===== src/rtl/regWinPkg.sv =====
package regWinPkg;
  localparam int ADDR_W = 18;
  localparam int MODE_W = 2;
  localparam int NUM_SEL = 4;

  typedef enum logic [MODE_W-1:0] {
    MODE_READ       = 2'b00,
    MODE_READ_HOLD  = 2'b01,
    MODE_WRITE_WORD = 2'b10,
    MODE_WRITE_BYTE = 2'b11
  } busMode_e;

  typedef struct packed {
    logic              inhibit;
    logic              msync;
    logic [MODE_W-1:0] mode;
    logic [ADDR_W-1:0] addr;
  } busSample_t;

  localparam int SAMPLE_W = $bits(busSample_t);

  // Strobes handed from the datapath to the acknowledge control
  typedef struct packed {
    logic msync;
    logic hit;
    logic inhibit;
  } ctlView_t;
endpackage


===== src/rtl/syncChain.sv =====
module syncChain #(
  parameter int WIDTH  = 8,
  parameter int STAGES = 2
) (
  input  logic             clk,
  input  logic             rstN,
  input  logic [WIDTH-1:0] dIn,
  output logic [WIDTH-1:0] dOut
);
  logic [WIDTH-1:0] stage [STAGES];

  generate
    for (genvar i = 0; i < STAGES; i++) begin : g_stage
      if (i == 0) begin : g_first
        always_ff @(posedge clk) begin
          if (!rstN) stage[i] <= '0;
          else       stage[i] <= dIn;
        end
      end else begin : g_next
        always_ff @(posedge clk) begin
          if (!rstN) stage[i] <= '0;
          else       stage[i] <= stage[i-1];
        end
      end
    end
  endgenerate

  assign dOut = stage[STAGES-1];
endmodule


===== src/rtl/winDatapath.sv =====
module winDatapath
  import regWinPkg::*;
#(
  parameter int          SYNC_STAGES = 2,
  parameter logic [9:0]  JUMPER_FIT  = 10'b10_0000_0000
) (
  input  logic                clk,
  input  logic                rstN,
  input  logic [ADDR_W-1:0]   busAddr,
  input  logic [MODE_W-1:0]   busMode,
  input  logic                masterSync,
  input  logic                ackInhibit,
  output logic [NUM_SEL-1:0]  regSel,
  output logic                gateIn,
  output logic                gateOutLow,
  output logic                gateOutHigh,
  output ctlView_t            view
);
  localparam int TOP_LO  = 13;
  localparam int BASE_HI = 12;
  localparam int BASE_LO = 3;
  localparam logic [1:0] OFF_STATUS = 2'd0;
  localparam logic [1:0] OFF_OUTBUF = 2'd1;
  localparam logic [1:0] OFF_INBUF  = 2'd2;
  localparam logic [1:0] OFF_SPARE  = 2'd3;

  busSample_t rawIn, syncd;
  logic topOnes, baseOk, hit;
  logic [1:0] offset;
  logic isRead, isByte, laneLow, laneHigh, lowAllowed, highAllowed;

  assign rawIn = '{inhibit: ackInhibit, msync: masterSync, mode: busMode, addr: busAddr};

  syncChain #(.WIDTH(SAMPLE_W), .STAGES(SYNC_STAGES)) i_sync (
    .clk(clk), .rstN(rstN), .dIn(rawIn), .dOut(syncd)
  );

  assign topOnes = &syncd.addr[ADDR_W-1:TOP_LO];
  assign baseOk  = (syncd.addr[BASE_HI:BASE_LO] == ~JUMPER_FIT);
  assign hit     = topOnes && baseOk;
  assign offset  = syncd.addr[2:1];

  generate
    for (genvar k = 0; k < NUM_SEL; k++) begin : g_sel
      assign regSel[k] = syncd.msync && hit && (offset == 2'(k));
    end
  endgenerate

  always_comb begin
    isRead      = (syncd.mode == MODE_READ) || (syncd.mode == MODE_READ_HOLD);
    isByte      = (syncd.mode == MODE_WRITE_BYTE);
    laneLow     = !isByte || !syncd.addr[0];
    laneHigh    = !isByte ||  syncd.addr[0];
    lowAllowed  = (offset == OFF_STATUS) || (offset == OFF_OUTBUF);
    highAllowed = (offset == OFF_OUTBUF);
    gateIn      = syncd.msync && isRead && (offset != OFF_SPARE);
    gateOutLow  = syncd.msync && !isRead && laneLow && lowAllowed;
    gateOutHigh = syncd.msync && !isRead && laneHigh && highAllowed && (offset != OFF_INBUF);
  end

  assign view = '{msync: syncd.msync, hit: hit, inhibit: syncd.inhibit};
endmodule


===== src/rtl/ackControl.sv =====
module ackControl
  import regWinPkg::*;
#(
  parameter int ACK_DELAY = 8
) (
  input  logic     clk,
  input  logic     rstN,
  input  ctlView_t view,
  output logic     slaveAck
);
  localparam int CNT_W = $clog2(ACK_DELAY + 1);
  localparam logic [CNT_W-1:0] CNT_END = CNT_W'(ACK_DELAY);

  logic [CNT_W-1:0] waitCnt;

  always_ff @(posedge clk) begin
    if (!rstN)                        waitCnt <= '0;
    else if (!view.msync || !view.hit) waitCnt <= '0;
    else if (waitCnt != CNT_END)       waitCnt <= waitCnt + 1'b1;
  end

  assign slaveAck = view.msync && view.hit && !view.inhibit && (waitCnt == CNT_END);
endmodule


===== src/rtl/regWindowDecoder.sv =====
module regWindowDecoder
  import regWinPkg::*;
#(
  parameter int          ACK_DELAY   = 8,
  parameter int          SYNC_STAGES = 2,
  parameter logic [9:0]  JUMPER_FIT  = 10'b10_0000_0000
) (
  input  logic         clk,
  input  logic         rstN,
  input  logic [17:0]  busAddr,
  input  logic [1:0]   busMode,
  input  logic         masterSync,
  input  logic         ackInhibit,
  output logic [3:0]   regSel,
  output logic         gateIn,
  output logic         gateOutLow,
  output logic         gateOutHigh,
  output logic         slaveAck
);
  ctlView_t view;

  winDatapath #(.SYNC_STAGES(SYNC_STAGES), .JUMPER_FIT(JUMPER_FIT)) i_datapath (
    .clk(clk), .rstN(rstN), .busAddr(busAddr), .busMode(busMode),
    .masterSync(masterSync), .ackInhibit(ackInhibit), .regSel(regSel),
    .gateIn(gateIn), .gateOutLow(gateOutLow), .gateOutHigh(gateOutHigh), .view(view)
  );

  ackControl #(.ACK_DELAY(ACK_DELAY)) i_ackControl (
    .clk(clk), .rstN(rstN), .view(view), .slaveAck(slaveAck)
  );
endmodule


===== config.mk =====
export PLATFORM = sky130hd
export DESIGN_NAME = regWindowDecoder
export DESIGN_NICKNAME = d
export VERILOG_FILES = /design/src/rtl/regWinPkg.sv /design/src/rtl/syncChain.sv /design/src/rtl/winDatapath.sv /design/src/rtl/ackControl.sv /design/src/rtl/regWindowDecoder.sv
export SDC_FILE = /design/constraint.sdc
export NUM_CORES = 1
export LEC_CHECK = 0
export BUFFER_PORTS_ARGS = -buffer_cell sky130_fd_sc_hd__buf_2
export CAP_MARGIN = 20
export CORE_MARGIN = 2
export CORE_UTILIZATION = 50
export CTS_CLUSTER_SIZE = 40
export DETAILED_ROUTE_END_ITERATION = 10
export HOLD_SLACK_MARGIN = 0.05
export PLACE_DENSITY = 0.82
export SYNTH_ARGS = -nofsm -noshare
export SYNTH_HDL_FRONTEND = slang
export SYNTH_HIERARCHICAL = 1
export SYNTH_SLANG_ARGS = --single-unit

===== constraint.sdc =====
create_clock -name clk -period 1.5 [get_ports clk]
set_clock_uncertainty 0.05 [all_clocks]
set_input_delay 0.075 -clock clk [delete_from_list [all_inputs] [get_ports clk]]
set_output_delay 0.075 -clock clk [all_outputs]
set_load 0.01 [all_outputs]

==> summary.txt, run 1 <==
Die
  • Num rows: 20
  • # IOs: 32
  • Chip height: 60.2 µm
  • Die Wd: 60.2 µm
  • Area of the core: around 3000 µm²
  • Total die area: 3620 µm²
  • Initial core utilization: between 50 and 60%

Setup path
  • Slowest stage delay, CP: 0.32 ns
  • RR Startpoint: i_datapath/i_sync/stage[1][12]
  • Worst setup startpoint: i_datapath/i_sync/stage[1][12]
  • R2R depth: 4
  • CP max-delay cell: nor4_4
  • Cells along the critical path: nand4b_1 -> nor4_4 -> nor3b_2 -> buf_2
  • Worst Path Class, Setup: reg2out
  • CP Max Fanout: 4
  • Type of origin of the critical path: flip-flop
  • CP endpoint kind: output pin
  • WP data required: 1.37 ns
  • WP data arrival: roughly 1.6 ns

Drt
  • WL/cell: roughly 11 µm
  • Pre-antenna DRT Iters: 4
  • Post-Route WL: 2.54 mm
  • Post-DRT Antenna Nets: 0
  • Vias per cell: 4.44
  • Vias: 1049
  • Initial drt markers: 27
  • Remaining DRCs: 0

Global routing
  • Most used routing layer: met2
  • Total GRT Usage: 16.2%
  • Met1 usage: between 15 and 20%
  • Grt met2 use: 28.9%
  • M3 GR Usage: 4.76%
  • Antenna violations before repair: 0
  • Global route overflow: 0
  • Largest net degree at the start of global routing: 40
  • Vias in the first global route: 1014
  • First-pass GRT wire length: around 4.1 mm

Yosys
  • Most frequent cell after synthesis: dfxtp_1
  • Async S/R FF share, synth: 0%
  • Post-synthesis cell area: ~1600 µm²
  • Synthesized Nets: 160
  • Unique masters post-synth: 27
  • Synthesized flop and latch total: 48
  • Post-synthesis sequential area ratio: 60.9%
  • Synthesis warning total: 6
  • Syn_area_per_cell: 11.8 µm²
  • Area leader, netlist: dfxtp_1
  • Top FF cell, synth: dfxtp_1
  • Synth top cells by count: 48 x dfxtp_1, 44 x and2_2, 4 x clkbuf_2, 4 x inv_1, 4 x nor2_1
  • Post-synth top area share: 60.9%
  • Synth Instances: 134
  • Post-synth EDFFs: 0
  • Dominant cells by area after synthesis: dfxtp_1 61%, and2_2 21%, ha_1 1.6%, clkbuf_2 1.3%, nand3b_4 1.3%

Final layout
  • Flip-flop and latch area: 967 µm²
  • Layout cells sized above 1: 49.5%
  • Post-route cell area: 2090 µm²
  • Area grow syn2layout: 32.3%
  • Area of the multi-input gates: 594 µm²
  • Nets: about 220
  • Non-filler cells, final: 236
  • Antenna cells: 0
  • Filler cells: 208

Outcome
  • Violations in the final reports: setup timing
  • Status: finished, violations left

Power and ir drop
  • Overall Power: approximately 2.1 mW
  • Static Leak: between 0.9 and 1 nW
  • Peak supply drop: between 0.0006 and 0.0007 V
  • Pwr per Cell Area: approximately 990 nW/µm²

CTS
  • Clock Latency Late Sink: 0.34 ns
  • Worst-path clk slew: 0.12 ns
  • H-tree level count: 2
  • Clk root buf: clkbuf_4
  • Clock sinks: 48
  • Clock Path Buffers: 2
  • Total CTS buffers: 5
  • CTS tree: built

Timing
  • Worst slew pin tran: 0.464 ns
  • Unrepaired setup endpoints after global routing: true
  • Hold Vio Cnt, Final: 0
  • Max_slew headroom: 69.1%
  • Worst setup margin: -0.216 ns
  • Crit path time final: between 1.5 and 2 ns
  • Fin crit share: 114%
  • Final setup fails: 5
  • Max Slew Vio Count: 0
  • Fmax achieved: 0.583 GHz

Placement
  • Hpwl dp: 1.62 mm
  • Gp weighted congestion: 0.638
  • DP Cell Count: around 210
  • Placed standard-cell area: 1770 µm²
  • Port Buffers: 31

Min path
  • HP Class: in2reg
  • Launch point of the worst hold path: rstN
  • Hold-critical path depth: 2

Flow run
  • Maximum Capacitance Violations: 0
routing by layer:
layer | vias up | wire length [µm]
met5 | - | 0
met4 | 0 | 76
met3 | 9 | 96
met2 | 27 | 1380
met1 | 467 | 988
li1 | 546 | -
state kept, by name, indices dropped and copies added (netlist names):
signal and flops:
i_ackControl/waitCnt 4, i_datapath/i_sync/stage 44
worst max-delay path: cells and delay by family (launching register included):
kind / cells / cell delay [ns]
buffers and inverters: 1 / 0.15
AND/OR/NAND/NOR: 3 / 0.79
flip-flops: 1 / 0.31
cell families after synthesis:
group           after synthesis  synth area share (%)
simple gates                 68                  31.6
flops                        48                  60.9
buf+inv                       9                  2.70
compound gates                4                  1.43
xor+xnor                      2                  1.11
fa+ha+maj                     2                  1.59
mux                           1                 0.634
layout make-up:
type	count	area share, %
Sequential cell	48	46.3
Multi-Input combinational cell	77	28.5
Timing Repair Buffer	55	19.0
Clock buffer	8	2.82
Tap cell	44	2.64
Inverter	4	0.719
report_power, final:
group | switching [mW] | internal [mW] | total (mW)
clock network | 0.348 | 0.232 | 0.580
logic | 0.0415 | 0.100 | 0.142
registers | 0.0167 | 1.33 | 1.35
total | 0.406 | 1.66 | 2.07
timing repair:
item / 4_1_cts / 5_1_grt
resized for setup: 6 / 3
pin swaps: 5 / 4
hold buffers: 22 / 0
endpoints found under the hold margin: 22 / 0
setup endpoints to repair: 5 / 5
cloned: 0 / 0
setup buffers: 1 / 0
per-stage QoR:
stage | setup slack, ns | utilization (%) | hold WS [ns] | setup TNS (ns)
after floorplan | 0.243 | - | 0.161 | 0
after global placement | 0.189 | 58.4 | 0.245 | 0
after detailed placement | 0.184 | 58.4 | 0.247 | 0
after CTS | -0.216 | 68.7 | 0.194 | -0.996
after global routing | -0.365 | 68.9 | 0.231 | -1.58
final | -0.216 | 68.9 | 0.204 | -0.972
layout by cell type, fill, tap and decap left out:
| master | synthesis | routed |
|---|---|---|
| buf_6 | 0 | 1 |
| nand4_1 | 3 | 3 |
| dlygate4sd3_1 | 0 | 22 |
| ha_1 | 2 | 2 |
| clkbuf_4 | 0 | 5 |
| nand2_1 | 2 | 2 |
| nor4_4 | 0 | 1 |
| and3b_1 | 1 | 1 |
| and3b_2 | 1 | 1 |
| inv_1 | 4 | 4 |
| buf_2 | 0 | 30 |
| mux2i_1 | 1 | 1 |
| nor4_2 | 1 | 1 |
| nor3_2 | 0 | 1 |
| xnor2_1 | 1 | 1 |
| dfxtp_2 | 0 | 5 |
| a21oi_1 | 2 | 2 |
| dfxtp_1 | 48 | 43 |
| o21ai_0 | 1 | 1 |
| nand3b_4 | 1 | 1 |
| nor2_1 | 4 | 4 |
| nand3_1 | 3 | 3 |
| nor3b_2 | 1 | 1 |
| clkbuf_8 | 0 | 1 |
| nand2b_1 | 1 | 1 |
| buf_4 | 1 | 2 |
| nand4b_1 | 1 | 1 |
| xor2_1 | 1 | 1 |
| a211oi_1 | 1 | 1 |
| and3_2 | 1 | 1 |
| clkbuf_1 | 0 | 2 |
| nand3b_1 | 2 | 2 |
| and2_2 | 44 | 44 |
path summary, 6_finish.rpt:
check | end | slack (ns)
setup / recovery | regSel[0] | -0.22
setup reg to reg | i_ackControl/waitCnt[2] | 0.18
hold reg to reg | i_datapath/i_sync/stage[1][10] | 0.40
hold / removal | i_datapath/i_sync/stage[1][8] | 0.20
Power figures use the tool's default switching activity.
==> inputs of run 2 (changes only) <==
--- a/config.mk
+++ b/config.mk
@@ -11,6 +11,7 @@
 export CORE_UTILIZATION = 50
 export CTS_CLUSTER_SIZE = 40
 export DETAILED_ROUTE_END_ITERATION = 10
+export GPL_TIMING_DRIVEN = 0
 export HOLD_SLACK_MARGIN = 0.05
 export PLACE_DENSITY = 0.82
 export SYNTH_ARGS = -nofsm -noshare
==> summary.txt, run 2 (synthesis results as in run 1) <==
Die
  • # IOs: 32 (unchanged)
  • Die Wd: 60.2 µm (unchanged)
  • Chip height: 60.2 µm (unchanged)
  • Initial core utilization: 52.1% (unchanged)
  • Num rows: 20 (unchanged)
  • Area of the core: 3030 µm² (unchanged)
  • Total die area: 3620 µm² (unchanged)

Setup path
  • CP endpoint: regSel[0] (unchanged)
  • CP Max Fanout: 4 (unchanged)
  • CP endpoint kind: output pin (unchanged)
  • RR Startpoint: i_datapath/i_sync/stage[1][3] (was i_datapath/i_sync/stage[1][12])
  • WP data required: 1.37 ns (about the same)
  • Worst setup startpoint: i_datapath/i_sync/stage[1][3] (was i_datapath/i_sync/stage[1][12])
  • RR Endpoint: i_ackControl/waitCnt[2] (unchanged)
  • Worst Path Class, Setup: reg2out (unchanged)
  • Type of origin of the critical path: flip-flop (unchanged)
  • R2R setup slack: 0.17 ns (was 0.18 ns)
  • R2R depth: 5 (was 4)
  • WP data arrival: 1.59 ns (about the same)

Global routing
  • First-pass GRT wire length: 4.24 mm (was 4.10 mm)
  • Global route overflow: 0 (unchanged)
  • Antenna violations before repair: 0 (unchanged)
  • Largest net degree at the start of global routing: 14 (was 40)
  • Vias in the first global route: 1055 (was 1014)
  • Total GRT Usage: 16.8% (was 16.2%)

Final layout
  • Nets: 222 (was 217)
  • Max reg flops: 44 (unchanged)
  • Post-Route Utilization: 69.5% (was 68.9%)
  • Most frequent cells in the layout: 47 x dfxtp_1, 44 x and2_2, 30 x buf_2 (was 44 x and2_2, 43 x dfxtp_1, 30 x buf_2)
  • Top reg by flops: i_datapath/i_sync/stage (unchanged)
  • Filler cells: 215 (was 208)
  • Largest regs: i_datapath/i_sync/stage x44, i_ackControl/waitCnt x4 (unchanged)
  • Commonest non-fill, non-tap cell in the layout: dfxtp_1 (was and2_2)
  • Flip-flop and latch area: 962 µm² (was 967 µm²)
  • Non-filler cells, final: 241 (was 236)
  • Layout cells sized above 1: 47.7% (was 49.5%)
  • Antenna cells: 0 (unchanged)
  • Area of the multi-input gates: 583 µm² (was 594 µm²)
  • Area grow syn2layout: 33.3% (was 32.3%)

Power and ir drop
  • Peak supply drop: 0.000834 V (was 0.000680 V)
  • Static Leak: 0.918 nW (was 0.913 nW)
  • Pwr per Cell Area: 980 nW/µm² (was 991 nW/µm²)

Min path
  • Launch point of the worst hold path: i_datapath/i_sync/stage[0][8] (was rstN)
  • HP Class: reg2reg (was in2reg)

Timing
  • Hold Vio Cnt, Final: 0 (unchanged)
  • Worst slew pin tran: 0.313 ns (was 0.464 ns)
  • Fmax achieved: 0.584 GHz (was 0.583 GHz)
  • Unrepaired setup endpoints after global routing: true (unchanged)
  • Final setup fails: 5 (unchanged)
  • Max Slew Vio Count: 0 (unchanged)
  • Worst setup margin: -0.214 ns (was -0.216 ns)
  • Max_slew headroom: 79.0% (was 69.1%)
  • Fin crit share: 114% (about the same)
  • Crit path time final: 1.71 ns (was 1.72 ns)

Drt
  • WL/cell: 11.0 µm (was 10.8 µm)
  • Vias: 1038 (was 1049)
  • Post-DRT Antenna Nets: 0 (unchanged)
  • Pre-antenna DRT Iters: 3 (was 4)
  • Vias per cell: 4.31 (was 4.44)
  • Remaining DRCs: 0 (unchanged)
  • Initial drt markers: 9 (was 27)
  • Post-Route WL: 2.66 mm (was 2.54 mm)

Flow run
  • Maximum Capacitance Violations: 0 (unchanged)

Placement
  • Gp weighted congestion: 0.690 (was 0.638)
  • Setup slack at placement: 0.118 ns (was 0.184 ns)
  • Port Buffers: 31 (unchanged)
  • Hpwl dp: 1.79 mm (was 1.62 mm)
  • DP Cell Count: 209 (was 205)

CTS
  • Total CTS buffers: 5 (unchanged)
  • Clock Path Buffers: 2 (unchanged)
  • Total setup buffers inserted after CTS: 0 (was 1)
  • Clk root buf: clkbuf_4 (unchanged)
  • Clock Latency Late Sink: 0.32 ns (was 0.34 ns)
  • H-tree level count: 2 (unchanged)
  • CTS tree: built (unchanged)
  • Worst-path clk slew: 0.11 ns (was 0.12 ns)
  • Clock sinks: 48 (unchanged)

Outcome
  • Violations in the final reports: setup timing (unchanged)
  • Status: finished, violations left (unchanged)
## run 2: cell type report
type	count	share of cell area (%)
Buffer	5	1.31
Tap cell	44	2.62
Multi-Input combinational cell	77	27.7
Timing Repair Buffer	55	19.1
Sequential cell	48	45.7
Inverter	4	0.714
Clock buffer	8	2.80
## run 2: where the power goes
group | leakage [nW] | switching, mW | internal (mW) | total (mW)
sequential | 0.397 | 0.0191 | 1.33 | 1.35
clock | 0.0326 | 0.335 | 0.232 | 0.567
combinational | 0.488 | 0.0420 | 0.104 | 0.146
## run 2: stage by stage
stage	instance area (µm²)	TNS, ns	hold WS [ns]	total power [mW]
floorplan	1580	0	0.161	1.43
global placement	1790	0	0.244	1.47
detailed placement	1790	0	0.247	1.47
CTS	2100	-0.908	0.409	2.08
global route	2100	-1.41	0.413	2.17
finish	2100	-0.987	0.408	2.06
## run 2: worst min-delay path by stage
stage / endpoint / slack, ns / cells past startpoint
after detailed placement: i_datapath/i_sync/stage[0][10] / 0.25 / 2
after global placement: i_datapath/i_sync/stage[0][7] / 0.24 / 2
after floorplan: i_datapath/i_sync/stage[0][21] / 0.16 / 1
after CTS: i_datapath/i_sync/stage[1][8] / 0.41 / 1
final: i_datapath/i_sync/stage[1][8] / 0.41 / 1
after global routing: i_datapath/i_sync/stage[0][3] / 0.41 / 3
## run 2: repair_timing
action,in CTS,in global routing
hold endpoints to repair,25,0
cloned,0,0
pin swaps,3,0
setup endpoints to repair,5,5
hold buffers,24,0
gates resized for setup,3,1
## run 2: worst max-delay path: stages, from the launching register on
cell and delay [ns]:
dfxtp_1 0.36, nand4_1 0.17, nor4_2 0.37, nor3b_2 0.22, buf_2 0.15
## run 2: per-layer routing
| layer | vias up | global-route usage, % | routed length [µm] |
|---|---|---|---|
| met4 | 0 | 5.71 | 36 |
| met2 | 20 | 32.6 | 1530 |
| met1 | 462 | 15.5 | 1010 |
| met5 | - | 0 | 0 |
| met3 | 4 | 6.71 | 83 |
| li1 | 552 | - | - |
